### config.mk
export PLATFORM = sky130hd
export DESIGN_NAME = mwa_adapter
export DESIGN_NICKNAME = d
export VERILOG_FILES = /design/src/rtl/mwa_pkg.sv /design/src/rtl/mwa_width_map.sv /design/src/rtl/mwa_planner.sv /design/src/rtl/mwa_lane.sv /design/src/rtl/mwa_adapter.sv
export SDC_FILE = /design/constraint.sdc
export NUM_CORES = 1
export LEC_CHECK = 0
export BUFFER_PORTS_ARGS = -buffer_cell sky130_fd_sc_hd__buf_2
export CAP_MARGIN = 40
export CORE_MARGIN = 3
export CORE_UTILIZATION = 35
export DETAILED_ROUTE_END_ITERATION = 7
export PLACE_DENSITY = 0.53
export SETUP_SLACK_MARGIN = 0.15
export SLEW_MARGIN = 10
export SYNTH_ARGS = -nofsm -noshare
export SYNTH_HDL_FRONTEND = slang
export SYNTH_SLANG_ARGS = --single-unit
export TNS_END_PERCENT = 10
### constraint.sdc
create_clock -name clk -period 4.56 [get_ports clk]
set_input_delay 0.228 -clock clk [delete_from_list [all_inputs] [get_ports clk]]
set_output_delay 0.228 -clock clk [all_outputs]
set_load 0.01 [all_outputs]
### src/rtl/mwa_pkg.sv
package mwa_pkg;

  localparam int BUS_W = 32;

  typedef enum logic [1:0] {
    K_DIRECT = 2'd0,
    K_SPLIT  = 2'd1,
    K_MERGE  = 2'd2,
    K_FAULT  = 2'd3
  } kind_e;

  typedef enum logic [1:0] {
    ST_IDLE = 2'd0,
    ST_BEAT = 2'd1,
    ST_DONE = 2'd2
  } st_e;

  // bus size code to byte count; code 3 is illegal (0 bytes)
  function automatic logic [2:0] bytes_of(input logic [1:0] code);
    case (code)
      2'd0:    return 3'd1;
      2'd1:    return 3'd2;
      2'd2:    return 3'd4;
      default: return 3'd0;
    endcase
  endfunction

  function automatic logic [1:0] code_of(input logic [2:0] nb);
    case (nb)
      3'd1:    return 2'd0;
      3'd2:    return 2'd1;
      default: return 2'd2;
    endcase
  endfunction

  function automatic logic [BUS_W-1:0] lane_mask(input logic [2:0] nb);
    case (nb)
      3'd1:    return 32'h0000_00FF;
      3'd2:    return 32'h0000_FFFF;
      default: return 32'hFFFF_FFFF;
    endcase
  endfunction

  // native width of one 4-byte slot of the window
  function automatic logic [2:0] slot_width(input int unsigned slot);
    if (slot <= 11)      return 3'd1;
    else if (slot <= 15) return 3'd2;
    else if (slot == 16) return 3'd1;
    else if (slot <= 19) return 3'd2;
    else if (slot <= 47) return (((slot - 20) % 3) == 0) ? 3'd4 : 3'd2;
    else if (slot <= 49) return 3'd2;
    else if (slot == 50) return 3'd1;
    else if (slot <= 63) return 3'd0;
    else if (slot <= 67) return 3'd2;
    else if (slot == 68) return 3'd1;
    else if (slot <= 71) return 3'd0;
    else if (slot <= 75) return 3'd2;
    else if (slot == 76) return 3'd1;
    else if (slot <= 79) return 3'd0;
    else                 return 3'd1;
  endfunction

  // bit shift of an ab-byte lane at offset off inside an nb-byte register
  function automatic logic [5:0] lane_shift(input logic [2:0] nb, input logic [2:0] ab,
                                            input logic [1:0] off);
    logic [1:0] ofs;
    logic [2:0] gap;
    ofs = off & (nb[1:0] - 2'd1);
    gap = nb - ab - {1'b0, ofs};
    return {gap, 3'b000};
  endfunction

  function automatic logic [BUS_W-1:0] lane_pick(input logic [BUS_W-1:0] native,
                                                 input logic [2:0] nb, input logic [2:0] ab,
                                                 input logic [1:0] off);
    return (native >> lane_shift(nb, ab, off)) & lane_mask(ab);
  endfunction

  function automatic logic [BUS_W-1:0] lane_merge(input logic [BUS_W-1:0] native,
                                                  input logic [2:0] nb, input logic [2:0] ab,
                                                  input logic [1:0] off,
                                                  input logic [BUS_W-1:0] val);
    logic [BUS_W-1:0] m;
    m = lane_mask(ab) << lane_shift(nb, ab, off);
    return (native & ~m) | ((val & lane_mask(ab)) << lane_shift(nb, ab, off));
  endfunction

  // part number beat of an ab-byte value cut into nb-byte parts, high part first
  function automatic logic [BUS_W-1:0] part_of(input logic [BUS_W-1:0] val,
                                               input logic [2:0] ab, input logic [2:0] nb,
                                               input logic [1:0] beat);
    logic [2:0] used;
    logic [2:0] gap;
    used = 3'(nb * (3'({1'b0, beat}) + 3'd1));
    gap  = ab - used;
    return (val >> {gap, 3'b000}) & lane_mask(nb);
  endfunction

endpackage

### src/rtl/mwa_width_map.sv
module mwa_width_map #(
  parameter int SLOT_W = 7
) (
  input  logic [SLOT_W-1:0] slot_i,
  output logic [2:0]        width_o
);
  localparam int NSLOT = 1 << SLOT_W;

  logic [2:0] tbl [NSLOT];

  for (genvar g = 0; g < NSLOT; g++) begin : g_slot
    assign tbl[g] = mwa_pkg::slot_width(g);
  end

  assign width_o = tbl[slot_i];
endmodule

### src/rtl/mwa_planner.sv
module mwa_planner
  import mwa_pkg::*;
#(
  parameter int ADDR_W    = 12,
  parameter int WIN_BYTES = 512
) (
  input  logic [ADDR_W-1:0] addr_i,
  input  logic [1:0]        size_i,
  input  logic [2:0]        width_i,
  output kind_e             kind_o,
  output logic [2:0]        beats_o,
  output logic [2:0]        abytes_o,
  output logic [ADDR_W-1:0] base_o
);
  localparam int WIN_AW = $clog2(WIN_BYTES);

  logic       in_range;
  logic [2:0] ab;

  assign in_range = (addr_i[ADDR_W-1:WIN_AW] == '0);
  assign ab       = bytes_of(size_i);
  assign abytes_o = ab;

  always_comb begin
    kind_o  = K_FAULT;
    beats_o = 3'd0;
    base_o  = addr_i;
    if (in_range && (ab != 3'd0) && (width_i != 3'd0)) begin
      if (width_i == ab) begin
        kind_o  = K_DIRECT;
        beats_o = 3'd1;
      end else if (width_i > ab) begin
        kind_o  = K_MERGE;
        beats_o = 3'd1;
        base_o  = addr_i & ~ADDR_W'(width_i - 3'd1);
      end else begin
        kind_o  = K_SPLIT;
        beats_o = (width_i == 3'd1) ? ab : {1'b0, ab[2:1]};
      end
    end
  end
endmodule

### src/rtl/mwa_lane.sv
module mwa_lane
  import mwa_pkg::*;
(
  input  logic [BUS_W-1:0] native_i,
  input  logic [BUS_W-1:0] wdata_i,
  input  logic [2:0]       nbytes_i,
  input  logic [2:0]       abytes_i,
  input  logic [1:0]       off_i,
  input  logic [1:0]       beat_i,
  output logic [BUS_W-1:0] pick_o,
  output logic [BUS_W-1:0] merged_o,
  output logic [BUS_W-1:0] part_o
);
  assign pick_o   = lane_pick(native_i, nbytes_i, abytes_i, off_i);
  assign merged_o = lane_merge(native_i, nbytes_i, abytes_i, off_i, wdata_i);
  assign part_o   = part_of(wdata_i, abytes_i, nbytes_i, beat_i);
endmodule

### src/rtl/mwa_adapter.sv
module mwa_adapter
  import mwa_pkg::*;
#(
  parameter int ADDR_W    = 12,
  parameter int WIN_BYTES = 512
) (
  input  logic              clk,
  input  logic              rst_n,
  input  logic              up_valid,
  input  logic              up_we,
  input  logic [1:0]        up_size,
  input  logic [ADDR_W-1:0] up_addr,
  input  logic [31:0]       up_wdata,
  output logic              up_ready,
  output logic [31:0]       up_rdata,
  output logic              up_err,
  output logic              dn_valid,
  output logic              dn_we,
  output logic [1:0]        dn_size,
  output logic [ADDR_W-1:0] dn_addr,
  output logic [31:0]       dn_wdata,
  input  logic [31:0]       dn_rdata,
  input  logic              dn_ack
);
  localparam int WIN_AW = $clog2(WIN_BYTES);
  localparam int SLOT_W = WIN_AW - 2;

  // lookup and planning of the incoming access
  logic [2:0]        map_w;
  kind_e             plan_kind;
  logic [2:0]        plan_beats;
  logic [2:0]        plan_ab;
  logic [ADDR_W-1:0] plan_base;

  mwa_width_map #(.SLOT_W(SLOT_W)) u_map (
    .slot_i  (up_addr[WIN_AW-1:2]),
    .width_o (map_w)
  );

  mwa_planner #(.ADDR_W(ADDR_W), .WIN_BYTES(WIN_BYTES)) u_plan (
    .addr_i   (up_addr),
    .size_i   (up_size),
    .width_i  (map_w),
    .kind_o   (plan_kind),
    .beats_o  (plan_beats),
    .abytes_o (plan_ab),
    .base_o   (plan_base)
  );

  // sequence state
  st_e               st_q;
  kind_e             kind_q;
  logic              we_q;
  logic              wph_q;
  logic              err_q;
  logic [2:0]        ab_q;
  logic [2:0]        nb_q;
  logic [1:0]        off_q;
  logic [2:0]        beats_q;
  logic [2:0]        beat_q;
  logic [ADDR_W-1:0] base_q;
  logic [31:0]       acc_q;
  logic [31:0]       wdata_q;

  // named events for the checker
  logic accept_w;
  logic fault_w;
  logic beat_fire_w;
  logic last_beat_w;
  logic split_w;
  logic merge_wr_w;

  assign accept_w    = (st_q == ST_IDLE) && up_valid;
  assign fault_w     = accept_w && (plan_kind == K_FAULT);
  assign beat_fire_w = (st_q == ST_BEAT) && dn_ack;
  assign split_w     = (st_q == ST_BEAT) && (kind_q == K_SPLIT);
  assign merge_wr_w  = (st_q == ST_BEAT) && (kind_q == K_MERGE) && wph_q;
  assign last_beat_w = beat_fire_w &&
                       ((kind_q == K_DIRECT) ||
                        ((kind_q == K_SPLIT) && (beat_q == beats_q - 3'd1)) ||
                        ((kind_q == K_MERGE) && (wph_q || !we_q)));

  // lane arithmetic
  logic [31:0] lane_pick_w;
  logic [31:0] lane_merge_w;
  logic [31:0] lane_part_w;
  logic [31:0] rd_native;

  mwa_lane u_lane (
    .native_i (acc_q),
    .wdata_i  (wdata_q),
    .nbytes_i (nb_q),
    .abytes_i (ab_q),
    .off_i    (off_q),
    .beat_i   (beat_q[1:0]),
    .pick_o   (lane_pick_w),
    .merged_o (lane_merge_w),
    .part_o   (lane_part_w)
  );

  assign rd_native = dn_rdata & lane_mask(nb_q);

  // downstream port
  assign dn_valid = (st_q == ST_BEAT);
  assign dn_size  = code_of(nb_q);
  assign dn_addr  = base_q + ADDR_W'(beat_q) * ADDR_W'(nb_q);

  always_comb begin
    dn_we    = 1'b0;
    dn_wdata = '0;
    case (kind_q)
      K_DIRECT: begin
        dn_we    = we_q;
        dn_wdata = we_q ? (wdata_q & lane_mask(nb_q)) : '0;
      end
      K_SPLIT: begin
        dn_we    = we_q;
        dn_wdata = we_q ? lane_part_w : '0;
      end
      K_MERGE: begin
        dn_we    = wph_q;
        dn_wdata = wph_q ? (lane_merge_w & lane_mask(nb_q)) : '0;
      end
      default: ;
    endcase
  end

  // upstream response
  assign up_ready = (st_q == ST_DONE);
  assign up_err   = up_ready && err_q;
  assign up_rdata = (up_ready && !err_q && !we_q) ?
                    ((kind_q == K_MERGE) ? lane_pick_w : acc_q) : '0;

  always_ff @(posedge clk) begin
    if (!rst_n) begin
      st_q    <= ST_IDLE;
      kind_q  <= K_FAULT;
      we_q    <= 1'b0;
      wph_q   <= 1'b0;
      err_q   <= 1'b0;
      ab_q    <= 3'd0;
      nb_q    <= 3'd1;
      off_q   <= 2'd0;
      beats_q <= 3'd0;
      beat_q  <= 3'd0;
      base_q  <= '0;
      acc_q   <= '0;
      wdata_q <= '0;
    end else begin
      case (st_q)
        ST_IDLE: begin
          if (up_valid) begin
            kind_q  <= plan_kind;
            we_q    <= up_we;
            wph_q   <= 1'b0;
            err_q   <= (plan_kind == K_FAULT);
            ab_q    <= plan_ab;
            nb_q    <= (map_w == 3'd0) ? 3'd1 : map_w;
            off_q   <= up_addr[1:0];
            beats_q <= plan_beats;
            beat_q  <= 3'd0;
            base_q  <= plan_base;
            acc_q   <= '0;
            wdata_q <= up_wdata;
            st_q    <= (plan_kind == K_FAULT) ? ST_DONE : ST_BEAT;
          end
        end
        ST_BEAT: begin
          if (dn_ack) begin
            case (kind_q)
              K_DIRECT: acc_q <= rd_native;
              K_SPLIT: begin
                if (!we_q) acc_q <= (acc_q << {nb_q, 3'b000}) | rd_native;
                beat_q <= beat_q + 3'd1;
              end
              K_MERGE: begin
                if (!wph_q) acc_q <= rd_native;
                wph_q <= 1'b1;
              end
              default: ;
            endcase
            if (last_beat_w) st_q <= ST_DONE;
          end
        end
        ST_DONE: st_q <= ST_IDLE;
        default: st_q <= ST_IDLE;
      endcase
    end
  end
endmodule

==> results of run 1 <==
==> cell type report <==
type                       count  share of cell area (%)
clock buffer                   9                    2.33
clock inverter                 7                   0.918
inverter                      34                    1.32
multi-input combinational    835                    61.1
sequential                    97                    20.1
tap                          313                    4.05
timing repair buffer         183                    10.2
==> power by group through the flow <==
stage | clock network, µW | logic [µW] | registers [µW]
detailed placement | 0 | 950 | 1030
global placement | 0 | 941 | 1030
CTS | 820 | 953 | 1010
floorplan | 0 | 729 | 970
global route | 855 | 1050 | 1020
finish | 799 | 959 | 1020
==> flip-flops by register name, summed over array words and instances (netlist names) <==
name and cells:
wph_q 1, ab_q 3, st_q 2, beats_q 3, wdata_q 32, beat_q 3, we_q 1, base_q 12
acc_q 32, kind_q 2, off_q 2, err_q 1, nb_q 3
==> metrics by stage <==
step	power, µW	cells
3_5_place_dp	1980	1462
3_3_place_gp	1970	1457
4_1_cts	2780	1478
5_1_grt	2930	1478
2_1_floorplan	1700	1044
6_report	2770	1478
==> cells by family (layout without fill, tap and decap cells) <==
group	Yosys count	in the layout	share of synthesized area (%)
multiplexers	59	59	8.47
buffers and inverters	112	233	5.60
AO/OA/AOI/OAI	332	332	30.3
adder cells (fa/ha/maj)	40	40	6.67
flip-flops	97	97	23.4
AND/OR/NAND/NOR	382	382	22.3
XOR/XNOR	22	22	3.26
==> Yosys cell counts (all sizes together) (8+ instances only) <==
library cell,instances
a21boi,47
a21oi,44
a221o,8
a222oi,8
a22o,23
a22oi,49
a31oi,12
a32o,14
and2,21
and3,13
buf,31
clkbuf,47
dfxtp,97
ha,33
inv,34
mux2,9
mux2i,42
mux4,8
nand2,182
nand2b,9
nand3,18
nor2,61
nor2b,51
o21ai,42
o221ai,14
o22ai,11
o2bb2ai,16
xnor2,11
xor2,10
==> metal layers <==
metal	vias to the layer above	part of all wire [%]	GRT usage, %	wire length [µm]
li1	4050	-	-	-
met1	3909	45	32.1	13600
met2	379	44	35.7	13400
met3	50	8.2	4.18	2480
met4	0	2.7	6.86	801
met5	-	0	0	0
==> worst register-to-register path, delay by kind of cell (launching register included) <==
family          cells  cell delay, ns
compound gates      2            0.43
simple gates        3            0.74
flops               1            0.47
buf+inv             2            0.48
fa+ha+maj           1            0.45
==> timing repair <==
| item | 4_1_cts | 5_1_grt |
|---|---|---|
| endpoints found under the setup margin | 0 | 22 |
| resized for setup | 0 | 2 |
| hold buffers | 0 | 0 |
==> final timing paths <==
| check | slack (ns) | startpoint | depth (start not counted) | endpoint |
|---|---|---|---|---|
| hold / removal | 0.11 | up_wdata[16] | 3 | wdata_q[16] |
| hold reg to reg | 0.47 | beats_q[1] | 2 | beats_q[1] |
| setup / recovery | 0.36 | nb_q[0] | 13 | dn_wdata[22] |
| setup reg to reg | 1.92 | kind_q[0] | 8 | acc_q[7] |
==> flow_summary_export.csv, run 1 <==
group,metric,value,unit
run_status,outcome,"complete, no violations",
global_route,grt_pass1_vias,7905,
placed_design,place.gp.congestion,0.930,
setup_path,setup.worst_path.end_class,"primary output",
global_route,grt_max_degree,52,
placed_design,io_buffers,164,
min_path,hp-class,"in2reg",
power_and_ir_drop,power_density,286,nW/µm²
setup_path,criticalPathCategory,"reg2out",
finish,drive_gt1_share,21.1,%
synthesis,yosysUniqueCellTypes,85,
synthesis,syn_area_per_cell,7.94,µm²
timing,rsz0062_at_grt,"yes",
power_and_ir_drop,intPower,1680,µW
die,die_w,160,µm
clock_network,path_clk_slew,0.09,ns
die,die_y,160,µm
clock_network,cts_tree,"yes",
finish,areaGrowthSynthToFinish,16.8,%
drt,vias,8388,
drt,avgViaCountPerCell,5.68,
finish,stdcell_area,9680,µm²
finish,most-common-layout-cells,"nand2_1 (181), buf_2 (165), dfxtp_1 (96), nor2_1 (59), nor2b_1 (51)",
global_route,grt_pass1_wl,46600,µm
finish,fin_util,42.1,%
finish,fillers,2445,
power_and_ir_drop,p_clk_share,28.8,%
synthesis,synth_edf_count,0,
setup_path,critical_path_required,4.33,ns
setup_path,startpoint_type,"flop",
global_route,antenna_found_initial,0,
setup_path,crit_top_cell,"ha_1",
placed_design,place_area,9360,µm²
power_and_ir_drop,p_sw_share,39.4,%
timing,finalMaxSlewViolations,0,
clock_network,htree_levels,3,
die,std_cell_rows,55,
finish,antenna_cells,0,
synthesis,netlist_instances,1044,
power_and_ir_drop,switchingPower,1090,µW
clock_network,cts-buffers-inserted,9,
global_route,overflow,0,
die,die_area,25600,µm²
global_route,gr-usage-all-layers,22.8,%
power_and_ir_drop,vdd.ir_drop.worst,162,µV
drt,drt_iter0_drc,789,
drt,dr.pass1.iters,5,
drt,wire_per_inst,20.4,µm
placed_design,hpwl,22600,µm
timing,layout_setup_ws,0.356,ns
finish,seqCellArea,1940,µm²
timing,final.min_clock_period,4.20,ns
synthesis,ys.warnings.count,0,
setup_path,cp.arrival,3.98,ns
synthesis,synth_largest_area_cell,"dfxtp_1",
synthesis,syn_area,8290,µm²
drt,drc_errors,0,
synthesis,ys.flop_type,"dfxtp_1",
setup_path,slowest_delay,0.52,ns
setup_path,critPathMaxFanout,9,
clock_network,post_cts_buffers,0,
power_and_ir_drop,seq_power_share,36.6,%
timing,max_freq,0.238,GHz
die,io_pins,165,
clock_network,clockBufferDepth,2,
timing,hold_violations,0,
synthesis,synthArstFlopShare,0,%
setup_path,crit_buf_inv,3,
job,maxCapViolCount,0,
finish,nets,1283,
setup_path,crit_slowest_cell,"or4bb_1",
die,core_area,23000,µm²
synthesis,yosys-top-cells-area,"dfxtp_1 (23%), nand2_1 (8.2%), mux2i_1 (5.1%)",
die,initial_core_util,36.1,%
power_and_ir_drop,pwr-share-comb,34.6,%
power_and_ir_drop,power.leakage,0.00406,µW
drt,drt-total-wl,30200,µm
timing,worst_slew_pin_slew,0.807,ns
timing,setup_tns,0,ns
setup_path,cp_top_family,"compound AO/OA/AOI/OAI gates",
synthesis,synth_nets,1167,
finish,multiInputGateArea,5920,µm²
timing,setup_violations,0,
clock_network,clock-sinks,97,
placed_design,dp_slack,0.669,ns
synthesis,yosysSeqAreaShare,23.4,%
timing,holdWs,0.108,ns
synthesis,ys_ff_latch,97,
clock_network,cts_root_buf,"clkbuf_16",
clock_network,clk_latency,0.36,ns
drt,antenna_left,0,
finish,final_common_cell,"nand2_1",
timing,fin_crit_sh,92.2,%
setup_path,crit_chain,"inv_1, ha_1, and2_1, ha_1, fa_1, buf_4, or4bb_1, o21a_1, a31oi_2, a32o_1, a21oi_1, o2bb2ai_1, buf_2",
synthesis,synth_top_area_share,23.4,%
timing,slew-limit-headroom,46.2,%
timing,clock_skew,0.0134,ns
Note: power is estimated with default switching activity, not from simulation.
==> run 2, diff against run 1 <==
- ABC_AREA: unset -> 1
==> run 2 against run 1 <==
Effect of this change:
- sequential share of layout area fell by 0.53 points
- wire length up 15%
- final area is 2.6% higher
- register-to-register slack worse by 0.22 ns
- power grew 22%
- first-iteration DRC count increased by 19%
- critical path depth unchanged
- clock skew decreased by 0.00095 ns
- die area rose by 3.9%
- combinational power increased by 61%
- highest routed layer unchanged
- worst hold slack lost 0.054 ns
- synthesized cell count is 40% higher
==> flow_summary_export.csv, run 2 <==
group,metric,value,unit
finish,final_common_cell,"nand2_1",
synthesis,ys.warnings.count,0,
clock_network,cts-buffers-inserted,9,
power_and_ir_drop,finalPower,3400,µW
clock_network,clock-sinks,97,
die,die_y,163,µm
drt,dr.pass1.iters,5,
global_route,grt_pass1_wl,52900,µm
drt,vias,10000,
synthesis,synthArstFlopShare,0,%
run_status,outcome,"complete, no violations",
timing,finalMaxSlewViolations,0,
clock_network,clockBufferDepth,2,
clock_network,htree_levels,3,
drt,drt_iter0_drc,942,
placed_design,place.gp.congestion,0.996,
synthesis,synthAdderAreaFrac,6.41,%
finish,drive_gt1_share,15.2,%
job,maxCapViolCount,0,
finish,fillers,2760,
setup_path,critical_path_required,4.33,ns
synthesis,ys.flop_type,"dfxtp_1",
clock_network,cts_resized,0,
placed_design,io_buffers,164,
synthesis,synth_top_area_share,22.5,%
clock_network,cts_tree,"yes",
global_route,grt_pass1_vias,9331,
synthesis,ys_ff_latch,97,
clock_network,path_clk_slew,0.08,ns
synthesis,yosysSeqAreaShare,22.5,%
finish,antenna_cells,0,
global_route,gr-usage-all-layers,25.6,%
power_and_ir_drop,seq_power_share,29.0,%
clock_network,clk_latency,0.37,ns
timing,setup_tns,0,ns
setup_path,criticalPathCategory,"reg2out",
synthesis,synthMuxAreaShare,0.464,%
power_and_ir_drop,vdd.ir_drop.worst,188,µV
global_route,grt_max_degree,62,
die,initial_core_util,36.2,%
power_and_ir_drop,p_clk_share,25.6,%
setup_path,cp.arrival,3.75,ns
timing,rsz0062_at_grt,"no",
synthesis,synth_largest_area_cell,"dfxtp_1",
drt,antenna_left,0,
min_path,hp-class,"in2reg",
power_and_ir_drop,power.leakage,0.00456,µW
die,die_area,26600,µm²
synthesis,synth_compound_area_share,23.2,%
finish,most-common-layout-cells,"nand2_1 (439), buf_2 (164), o21ai_0 (155), inv_1 (152), nor2_1 (121)",
synthesis,syn_area_per_cell,5.90,µm²
die,std_cell_rows,56,
drt,drc_errors,0,
placed_design,hpwl,27100,µm
global_route,overflow,0,
synthesis,synth_nets,1585,
synthesis,synthXorXnorAreaFrac,1.93,%
global_route,antenna_found_initial,0,
synthesis,yosysUniqueCellTypes,47,
setup_path,startpoint_type,"flop",
finish,multiInputGateArea,5660,µm²
power_and_ir_drop,pwr-share-comb,45.4,%
timing,final.min_clock_period,3.98,ns
finish,nets,1703,
finish,seqCellArea,1940,µm²
finish,reg.largest.list,"acc_q x32, wdata_q x32, base_q x12",
timing,fin_crit_sh,87.3,%
power_and_ir_drop,switchingPower,1580,µW
timing,setup_violations,0,
placed_design,dp_slack,0.990,ns
synthesis,synth_edf_count,0,
synthesis,syn_area,8630,µm²
die,core_area,23800,µm²
timing,worst_slew_pin_slew,0.823,ns
power_and_ir_drop,p_sw_share,46.5,%
synthesis,yosys-top-cells-area,"dfxtp_1 (23%), nand2_1 (19%), o21ai_0 (9.0%)",
timing,slew-limit-headroom,45.1,%
timing,max_freq,0.251,GHz
clock_network,ctsHoldBuffers,0,
drt,avgViaCountPerCell,5.28,
finish,areaGrowthSynthToFinish,15.2,%
clock_network,post_cts_buffers,0,
power_and_ir_drop,intPower,1820,µW
die,io_pins,165,
timing,layout_setup_ws,0.578,ns
clock_network,cts_root_buf,"clkbuf_16",
synthesis,yosys.area_share.simple,33.5,%
timing,hold_violations,0,
setup_path,setup.worst_path.end_class,"primary output",
synthesis,synth_commonest_cells,"nand2_1 (439), o21ai_0 (155), inv_1 (152)",
synthesis,synth_top_family_by_area,"simple AND/OR/NAND/NOR gates",
drt,wire_per_inst,18.2,µm
power_and_ir_drop,power_density,342,nW/µm²
synthesis,yosysMostFrequentCell,"nand2_1",
die,die_w,163,µm
setup_path,critPathMaxFanout,8,
drt,drt-total-wl,34700,µm
synthesis,netlist_instances,1462,
timing,clock_skew,0.0125,ns
-- run 2: cell count changes in the layout (fill, tap and decap cells not counted), sizes merged, moves of 21 or more --
cell | previous run | this run
nand2 | 182 | 449
o21ai | 42 | 182
o211ai | 1 | 22
inv | 39 | 169
a22oi | 49 | 1
nor2b | 51 | 0
a21boi | 47 | 0
nand3 | 18 | 86
and2 | 21 | 0
nor2 | 61 | 129
mux2i | 42 | 4
a21oi | 44 | 86
a22o | 23 | 1
-- run 2: path summary, 6_finish.rpt --
kind | cells after the start | startpoint | slack [ns] | endpoint
worst max-delay path | 13 | nb_q[2] | 0.58 | dn_addr[11]
worst min-delay path | 3 | up_wdata[22] | 0.05 | wdata_q[22]
worst max register to register | 11 | kind_q[0] | 1.70 | acc_q[31]
worst min register to register | 2 | beats_q[1] | 0.46 | beats_q[1]
-- run 2: cells by family after synthesis --
kind of cell	after synthesis
and+or+nand+nor	700
buffers and inverters	245
adders and majority gates	40
xor gates and xnor gates	19
DFF	97
AOI/OAI and AO/OA	357
muxes	4
-- run 2: layer usage --
layer	GRT usage [%]	vias up	wire length (µm)
li1	-	5028	-
met1	35.2	4571	15300
met2	41.9	398	16000
met3	3.23	51	2430
met4	8.04	0	912
met5	0	-	0
-- run 2: worst max-delay path, cell delays in order, from the launching register on --
cell and delay (ns):
dfxtp_1 0.50, nand2_1 0.11, fa_1 0.49, inv_1 0.05
fa_1 0.50, inv_1 0.05, fa_1 0.39, o21ai_0 0.32
nand2_1 0.09, a21oi_1 0.27, nand2_1 0.11, nor3_1 0.18
xor2_1 0.16, buf_2 0.15
-- run 2: metrics by stage --
step                      hold slack [ns]  cell area (µm²)  util [%]  std cells
after global placement              0.431             9590      40.2       1886
after detailed placement            0.433             9610      40.4       1888
final                              0.0541             9940      41.7       1904
after CTS                          0.0502             9940      41.7       1904
after floorplan                     0.326             8630         -       1462
after global routing               0.0703             9940      41.7       1904
-- run 2: layout make-up --
class	instances	share of cell area (%)
clock buffer	10	2.40
clock inverter	6	0.856
inverter	171	6.52
multi-input combinational	1120	57.0
sequential	97	19.5
tap	319	4.02
timing repair buffer	181	9.66
-- run 2: power groups by stage --
stage	Sequential (µW)	Combinational, µW	Clock [µW]
2_1_floorplan	973	1120	0
3_3_place_gp	1000	1510	0
6_report	985	1540	871
4_1_cts	984	1520	887
5_1_grt	994	1710	914
3_5_place_dp	1000	1510	0
